<file path="src/rtl/cap_pkg.sv">
package cap_pkg;
    localparam int NSLOT   = 4;
    localparam int SLOT_W  = $clog2(NSLOT);
    localparam int PRE_W   = 3;
    localparam int NFLAG   = NSLOT + 1;
    localparam int OVF_BIT = NSLOT;

    typedef logic [SLOT_W-1:0] slot_t;

    typedef struct packed {
        logic rise;
        logic fall;
    } edge_t;

    // number of rising input edges between toggles of the divided signal; 0 = bypass
    function automatic logic [PRE_W-1:0] toggle_count(input logic [PRE_W-1:0] code);
        return (code > 3'd5) ? 3'd5 : code;
    endfunction
endpackage

</file>
<file path="src/rtl/cap_input_cond.sv">
module cap_input_cond
    import cap_pkg::*;
#(
    parameter int SYNC_STAGES = 2
) (
    input  logic             clk,
    input  logic             rst,
    input  logic             cap_in,
    input  logic [PRE_W-1:0] prescale,
    output edge_t            ev
);
    logic [SYNC_STAGES-1:0] sync_q;
    logic                   s_now, s_prev;
    logic [PRE_W-1:0]       half, div_cnt;
    logic                   div_q, div_prev, bypass, sig, sig_d, in_rise;

    always_ff @(posedge clk) begin
        if (rst) sync_q <= '0;
        else     sync_q <= {sync_q[SYNC_STAGES-2:0], cap_in};
    end

    assign s_now   = sync_q[SYNC_STAGES-1];
    assign half    = toggle_count(prescale);
    assign bypass  = (half == '0);
    assign in_rise = s_now & ~s_prev;

    always_ff @(posedge clk) begin
        if (rst) begin
            s_prev   <= 1'b0;
            div_cnt  <= '0;
            div_q    <= 1'b0;
            div_prev <= 1'b0;
        end else begin
            s_prev   <= s_now;
            div_prev <= div_q;
            if (bypass) begin
                div_cnt <= '0;
                div_q   <= 1'b0;
            end else if (in_rise) begin
                if (div_cnt == half - 3'd1) begin
                    div_cnt <= '0;
                    div_q   <= ~div_q;
                end else begin
                    div_cnt <= div_cnt + 3'd1;
                end
            end
        end
    end

    assign sig     = bypass ? s_now  : div_q;
    assign sig_d   = bypass ? s_prev : div_prev;
    assign ev.rise = sig & ~sig_d;
    assign ev.fall = ~sig & sig_d;
endmodule

</file>
<file path="src/rtl/cap_ts_counter.sv">
module cap_ts_counter #(
    parameter int CNT_W = 32
) (
    input  logic             clk,
    input  logic             rst,
    input  logic             run_en,
    input  logic             clr_req,
    output logic [CNT_W-1:0] count,
    output logic             wrap
);
    assign wrap = run_en & (&count);

    always_ff @(posedge clk) begin
        if (rst)          count <= '0;
        else if (clr_req) count <= '0;
        else if (run_en)  count <= count + CNT_W'(1);
    end
endmodule

</file>
<file path="src/rtl/cap_sequencer.sv">
module cap_sequencer
    import cap_pkg::*;
#(
    parameter int CNT_W = 32
) (
    input  logic                        clk,
    input  logic                        rst,
    input  edge_t                       ev,
    input  logic [NSLOT-1:0]            edge_pol,
    input  logic [NSLOT-1:0]            delta_rst,
    input  logic                        oneshot,
    input  slot_t                       stop_sel,
    input  logic                        rearm,
    input  logic [CNT_W-1:0]            count,
    output logic [NSLOT-1:0][CNT_W-1:0] cap_regs,
    output slot_t                       evt_idx,
    output logic                        armed,
    output logic                        cap_fire,
    output logic                        cnt_clr,
    output logic [NSLOT-1:0]            evt_set
);
    logic want;

    assign want     = edge_pol[evt_idx] ? ev.fall : ev.rise;
    assign cap_fire = armed & want & ~rearm;
    assign cnt_clr  = cap_fire & delta_rst[evt_idx];
    assign evt_set  = cap_fire ? (NSLOT'(1) << evt_idx) : '0;

    for (genvar g = 0; g < NSLOT; g++) begin : g_slot
        always_ff @(posedge clk) begin
            if (rst)             cap_regs[g] <= '0;
            else if (evt_set[g]) cap_regs[g] <= count;
        end
    end

    always_ff @(posedge clk) begin
        if (rst) begin
            evt_idx <= '0;
            armed   <= 1'b1;
        end else if (rearm) begin
            evt_idx <= '0;
            armed   <= 1'b1;
        end else if (cap_fire) begin
            evt_idx <= evt_idx + 1'b1;
            if (oneshot && evt_idx == stop_sel) armed <= 1'b0;
        end
    end
endmodule

</file>
<file path="src/rtl/edge_capture_timer.sv">
module edge_capture_timer
    import cap_pkg::*;
#(
    parameter int CNT_W = 32
) (
    input  logic                        clk,
    input  logic                        rst,
    input  logic                        cap_in,
    input  logic                        run_en,
    input  logic                        oneshot,
    input  logic [SLOT_W-1:0]           stop_sel,
    input  logic                        rearm,
    input  logic [PRE_W-1:0]            prescale,
    input  logic [NSLOT-1:0]            edge_pol,
    input  logic [NSLOT-1:0]            delta_rst,
    input  logic [NFLAG-1:0]            irq_en,
    input  logic [NFLAG-1:0]            flag_clr,
    output logic [CNT_W-1:0]            count,
    output logic [NSLOT-1:0][CNT_W-1:0] cap_regs,
    output logic [SLOT_W-1:0]           evt_idx,
    output logic [NFLAG-1:0]            flags,
    output logic                        irq
);
    edge_t            ev;
    logic             wrap, cap_fire, cnt_clr, armed;
    logic [NSLOT-1:0] evt_set;

    cap_input_cond #(.SYNC_STAGES(2)) u_cond (
        .clk(clk), .rst(rst), .cap_in(cap_in), .prescale(prescale), .ev(ev)
    );

    cap_ts_counter #(.CNT_W(CNT_W)) u_ctr (
        .clk(clk), .rst(rst), .run_en(run_en), .clr_req(cnt_clr),
        .count(count), .wrap(wrap)
    );

    cap_sequencer #(.CNT_W(CNT_W)) u_seq (
        .clk(clk), .rst(rst), .ev(ev), .edge_pol(edge_pol), .delta_rst(delta_rst),
        .oneshot(oneshot), .stop_sel(stop_sel), .rearm(rearm), .count(count),
        .cap_regs(cap_regs), .evt_idx(evt_idx), .armed(armed),
        .cap_fire(cap_fire), .cnt_clr(cnt_clr), .evt_set(evt_set)
    );

    always_ff @(posedge clk) begin
        if (rst) flags <= '0;
        else     flags <= (flags & ~flag_clr) | {wrap, evt_set};
    end

    assign irq = |(flags & irq_en);
endmodule

</file>
<file path="config.mk">
export PLATFORM = sky130hd
export DESIGN_NAME = edge_capture_timer
export DESIGN_NICKNAME = d
export VERILOG_FILES = /design/src/rtl/cap_pkg.sv /design/src/rtl/cap_input_cond.sv /design/src/rtl/cap_ts_counter.sv /design/src/rtl/cap_sequencer.sv /design/src/rtl/edge_capture_timer.sv
export SDC_FILE = /design/constraint.sdc
export NUM_CORES = 1
export LEC_CHECK = 0
export ABC_AREA = 1
export CAP_MARGIN = 20
export CORE_MARGIN = 2
export CORE_UTILIZATION = 40
export DETAILED_ROUTE_END_ITERATION = 6
export PLACE_DENSITY = 0.77
export SYNTH_ARGS = -nofsm -noshare
export SYNTH_HDL_FRONTEND = slang
export SYNTH_SLANG_ARGS = --single-unit
</file>
<file path="constraint.sdc">
create_clock -name clk -period 2.35 [get_ports clk]
set_input_delay 0.47 -clock clk [delete_from_list [all_inputs] [get_ports clk]]
set_output_delay 0.47 -clock clk [all_outputs]
set_load 0.03 [all_outputs]
</file>
# Word-level counts from Yosys, hierarchy flattened
# Index checks and enable logic that the tools add are counted.
dict set report op_classes {
  shift 1
  eq_ne 2
  bitwise 16
  addsub 4
  n_reduce_logical 9
  mux 10
  n_lt_le_gt_ge 2
}
# op n
set op_table {}
lappend op_table {{$add 32x1->32 const B} 1}
lappend op_table {{$reduce_and 32->1} 1}
lappend op_table {{$and 5x5->5} 2}
lappend op_table {{$and 1x1->1} 7}
lappend op_table {{$mux 3} 2}
lappend op_table {{$reduce_or 2->1} 3}
lappend op_table {{$mux 1} 5}
lappend op_table {{$not 1->1} 5}
lappend op_table {{$not 5->5} 1}
lappend op_table {{$or 5x5->5} 1}
lappend op_table {{$reduce_or 5->1} 1}
lappend op_table {{$bmux 1 s2} 2}
lappend op_table {{$mux 4} 1}
lappend op_table {{$reduce_and 2->1} 2}
lappend op_table {{$shl 1x2->4 const A} 1}
lappend op_table {{$add 3x1->3 const B} 1}
lappend op_table {{$eq 3x3->1} 1}
lappend op_table {{$gt 3x3->1 const B} 1}
lappend op_table {{$logic_not 3->1} 1}
lappend op_table {{$lt 2x3->1 const B} 1}
lappend op_table {{$sub 3x1->3 const B} 1}
lappend op_table {{$add 2x1->2 const B} 1}
lappend op_table {{$eq 2x2->1} 1}
lappend op_table {{$logic_and 1x1->1} 1}
dict set report word_totals {
  elab_cells 57
  reg_bits 176
  output_inout_bits 168
  inputBits 29
}

# Logic depth before layout (Yosys ltp)
dict set report logic_depth {
  word_depth 11
  mapped_depth 13
  ltp_nobuf 11
}

# Modules after synthesis
# A second synthesis with hierarchy kept.
dict set report hier_totals {
  hier_cells 1241
  area_unflattened_um2 8035.2
}
# module area_per_inst_um2 instances cells_each seq_area_each_um2
set modules_own_cells {}
lappend modules_own_cells {cap_sequencer 5616.6 1 863 2622.5}
lappend modules_own_cells {cap_ts_counter 1749.2 1 277 640.6}
lappend modules_own_cells {cap_input_cond 465.4 1 70 160.2}
lappend modules_own_cells {edge_capture_timer 203.9 1 31 100.1}

# Least setup slack after synthesis
# OpenSTA, ideal clock, no wires.
dict set report synth_path {
  path_kind {in2reg}
  start {input prescale[1]}
  end {register u_seq.cap_regs[10] in the netlist's numbering}
  arrival_ns 1.857
  slack_ns 0.380
  path_stages 11
  path_cell_list {nor2_1 > ha_1 > buf_2 > o21ai_0 > nand2_1 > nand3_2 > buf_2 > buf_1 > nand4_1 > nand2_1 > nor2_1}
}
dict set report synth_via {
  elab_chain_cells 10
  elab_cells_between_ends 13
  classes_between {order compare: 1; mux: 5; bitwise: 6; reduce/logical: 1}
}
# element line
set synth_rtl {}
lappend synth_rtl {{from (decl)} edge_capture_timer.sv:13} ;# input logic [PRE_W-1:0] prescale,
lappend synth_rtl {{$gt 3x3->1} cap_pkg.sv:17} ;# return (code > 3'd5) ? 3'd5 : code;
lappend synth_rtl {{$mux 3 *} cap_pkg.sv:17}
lappend synth_rtl {{$logic_not 3->1 *} cap_input_cond.sv:24} ;# assign bypass = (half == '0);
lappend synth_rtl {{$mux 1, on equally long branches} {cap_input_cond.sv:51, cap_input_cond.sv:50}}
lappend synth_rtl {{$not 1->1, on equally long branches} {cap_input_cond.sv:52, cap_input_cond.sv:53}}
lappend synth_rtl {{$and 1x1->1, on equally long branches} {cap_input_cond.sv:52, cap_input_cond.sv:53}}
lappend synth_rtl {{$mux 1 *} cap_sequencer.sv:24} ;# assign want = edge_pol[evt_idx] ? ev.fall : ev.rise;
lappend synth_rtl {{$and 1x1->1 * (2 in series)} cap_sequencer.sv:25} ;# assign cap_fire = armed & want & ~rearm;
lappend synth_rtl {{$mux 4 *} cap_sequencer.sv:27} ;# assign evt_set = cap_fire ? (NSLOT'(1) << evt_idx) : '0;
lappend synth_rtl {{to (signal, indexed assignment)} cap_sequencer.sv:32} ;# else if (evt_set[g]) cap_regs[g] <= count;
lappend synth_rtl {{to (decl)} cap_sequencer.sv:15} ;# output logic [NSLOT-1:0][CNT_W-1:0] cap_regs,
# Every way passes the cells marked *; elsewhere a longest branch is shown, timed or not.
# A chain may end at the register's enable or synchronous reset.

# Worst setup path after layout
dict set report layout_path {
  start {input prescale[1]}
  end {register u_seq.cap_regs[56] in the netlist's numbering}
}
# Same word-level chain as after synthesis.

==> impl_results.md <==
- Top cells by count, synth: nor2_1 (331), nand2_1 (240), dfxtp_1 (176)
- Post-synth EDFFs: 0
- Synth area leader: dfxtp_1
- Max VDD drop: 0.566 mV
- Largest net degree at the start of global routing: 45
- Ports: 197
- H-Tree Depth: 4
- Routed WL per cell: 15.5 µm
- Drc violations: 0
- Synthesized area: 7800 µm²
- Yosys Warn Count: 0
- Placer Congestion: 0.877
- Die Area: 20600 µm²
- Core area: 19300 µm²
- Final core utilization: 56.8%
- First-pass GRT wire length: 38300 µm
- CTS tree: built
- Fraction of power spent switching nets: 25.0%
- Max FO, Critical Path: 26
- Power per Cell Area: 646 nW/µm²
- Cells after Synth: 1133
- Synth Register Bits: 176
- Minimum clock period: 2.17 ns
- Height of the chip: 144 µm
- I/O Buffers: 196
- Max-cap violation count: 0
- Static Leakage: 0.00418 µW
- Fillers: 1816
- Setup Viol. Count Final: 0
- Syn Nets: 1169
- 1st-iter DRT viols: 776
- Ys flop type: dfxtp_1
- Critical Path AT: 2.50 ns
- Vias/cell: 5.14
- Clock root cell: clkbuf_16
- Vias in the first global route: 7355
- Hold path cells: 2
- Hold Slack: 0.404 ns
- Cell Rows: 51
- RSZ-0062 raised after global routing: false
- Gate power share: 11.9%
- Multi-input gate area: 3700 µm²
- Detailed Routing Iterations Pass 1: 5
- Share of layout cells above drive strength 1: 6.05%
- Psw: 1770 µW
- Clock Tree Buf Depth: 2
- Run status: completed
- Pint: 5310 µW
- Avg Inst Size Synth: 6.89 µm²
- WS Path Type: in -> reg
- Synth area leaders: dfxtp_1 (45%), nor2_1 (16%), nand2_1 (12%), nand4_1 (11%), inv_1 (3.4%)
- CTS clk-pin slew, worst paths: 0.06 ns
- Fin nets: 1347
- Initial Utilization: 40.5%
- Gr usage total: 23.9%
- Sequential fraction of the synthesis area: 45.2%
- Worst Setup End Kind: flop
- WL final: 24500 µm
- Worst skew pair latency: 0.43 ns
- Final Max Slew Viols: 0
- Critical Path Source Type: input port
- Tcrit/Tclk final: 92.5%
- Final Hold Viols: 0
- Grt total ovfl: 0
- Clock power frac: 44.5%
- Crit path required time: 2.67 ns
- Seq. cell area: 3520 µm²
- Layout area overhead: 40.3%
- Clk sink count: 176
- Maximum achievable frequency: 0.460 GHz
- Worst Skew: 0.00693 ns
- DR vias: 8158
- CTS buffer count: 17
- Dpl hpwl: 17400 µm
- Worst Reg-to-Reg Cells: 9
- FFs w/ async S/R, synth: 0%
- Post-route ant nets: 0
- Dominant cell by count in the synthesized netlist: nor2_1
- Max_slew headroom: 71.0%
- Die X: 144 µm
- Sequential power share: 43.6%
- Initial antenna violation count: 0
- Ant. Diodes: 0
- Synth top area share: 45.2%
- Worst hold path class: reg -> reg
- Yosys cell types: 27
- Worst slew pin tran: 0.434 ns
## path summary, 6_finish.rpt
kind	from	endpoint	slack (ns)
hold / removal	u_cond.sync_q[0]$_SDFF_PP0_	u_cond.sync_q[1]$_SDFF_PP0_	0.40
hold reg to reg	u_cond.sync_q[0]$_SDFF_PP0_	u_cond.sync_q[1]$_SDFF_PP0_	0.40
setup / recovery	prescale[1]	u_seq.cap_regs[56]$_SDFFE_PP0P_	0.18
setup reg to reg	u_seq.evt_idx[1]$_SDFFE_PP0P_	u_seq.cap_regs[56]$_SDFFE_PP0P_	0.47
## power by group through the flow
stage / sequential (µW) / clock (µW) / combinational [µW]
floorplan: 3250 / 0 / 376
global placement: 3150 / 0 / 824
detailed placement: 3150 / 0 / 833
CTS: 3090 / 3180 / 836
global route: 3090 / 3320 / 911
finish: 3090 / 3140 / 841
## repair_timing
action                     in CTS  in global routing
gates resized for setup         1                  0
buffers inserted                0                  0
hold buffers                    0                  0
setup endpoints to repair       1                  0
hold endpoints to repair        0                  0
## cell families (layout without fill, tap and decap cells)
kind of cell | count (synthesis) | after routing | share of synthesized area [%]
flip-flops | 176 | 176 | 45.2
AND/OR/NAND/NOR | 755 | 755 | 41.9
adder cells (fa/ha/maj) | 7 | 7 | 1.12
XOR/XNOR | 19 | 19 | 2.13
AO/OA/AOI/OAI | 28 | 28 | 1.94
multiplexers | 1 | 1 | 0.128
buffers and inverters | 147 | 337 | 7.60
## worst max-delay path, cell delays in order
cell	delay (ns)
clkdlybuf4s50_1	0.51
nor2_1	0.07
ha_1	0.28
o21ai_0	0.19
nand2_1	0.13
a21oi_4	0.21
buf_12	0.19
buf_12	0.17
nand4_1	0.12
nand2_1	0.10
nor2_1	0.04
## layout make-up
type / count / share of cell area [%]
clock buffer: 19 / 4.04
multi-input combinational: 810 / 33.8
sequential: 176 / 32.2
timing repair buffer: 234 / 22.6
tap: 265 / 3.03
clock inverter: 12 / 1.90
inverter: 72 / 2.49
## through the flow
stage	total power [µW]	TNS [ns]	setup slack, ns	area, µm²	cells
floorplan	3630	0	0.380	7800	1133
global placement	3980	-17.90	-0.155	10300	1557
detailed placement	3990	-30.34	-0.232	10300	1557
CTS	7100	0	0.156	11000	1588
global route	7320	0	0.0168	11000	1588
finish	7070	0	0.177	11000	1588
## per-layer routing
metal	share of wire [%]	track usage [%]	up-vias
li1	-	-	4016
met1	43	32.0	3755
met4	1.9	7.64	0
met3	8.6	5.36	37
met2	47	38.2	350
met5	0	0	-
## cells in the final DEF, fill, tap and decap left out, drive strengths merged
cell	synthesis	final
nor3	8	8
dlygate4sd2	0	1
buf	46	38
bufinv	0	5
xor2	18	18
clkinv	0	3
a21oi	14	14
clkinvlp	0	2
o21a	1	1
o22ai	1	1
nand4	142	142
or2	2	2
o21ai	11	11
mux2i	1	1
nor2	336	336
clkbuf	29	19
nand3b	1	1
dfxtp	176	176
ha	7	7
nand2	240	240
a221oi	1	1
inv	72	74
clkdlybuf4s50	0	195
nand3	26	26
xnor2	1	1
## sequential cells by signal, summed over array words and instances, names as in the netlist
name	count
u_cond.sync_q	2
u_cond.div_cnt	3
u_seq.armed	1
u_cond.div_q	1
flags	5
u_seq.evt_idx	2
u_cond.div_prev	1
u_seq.cap_regs	128
u_ctr.count	32
u_cond.s_prev	1
No activity file was read; power rests on OpenSTA's default activity.
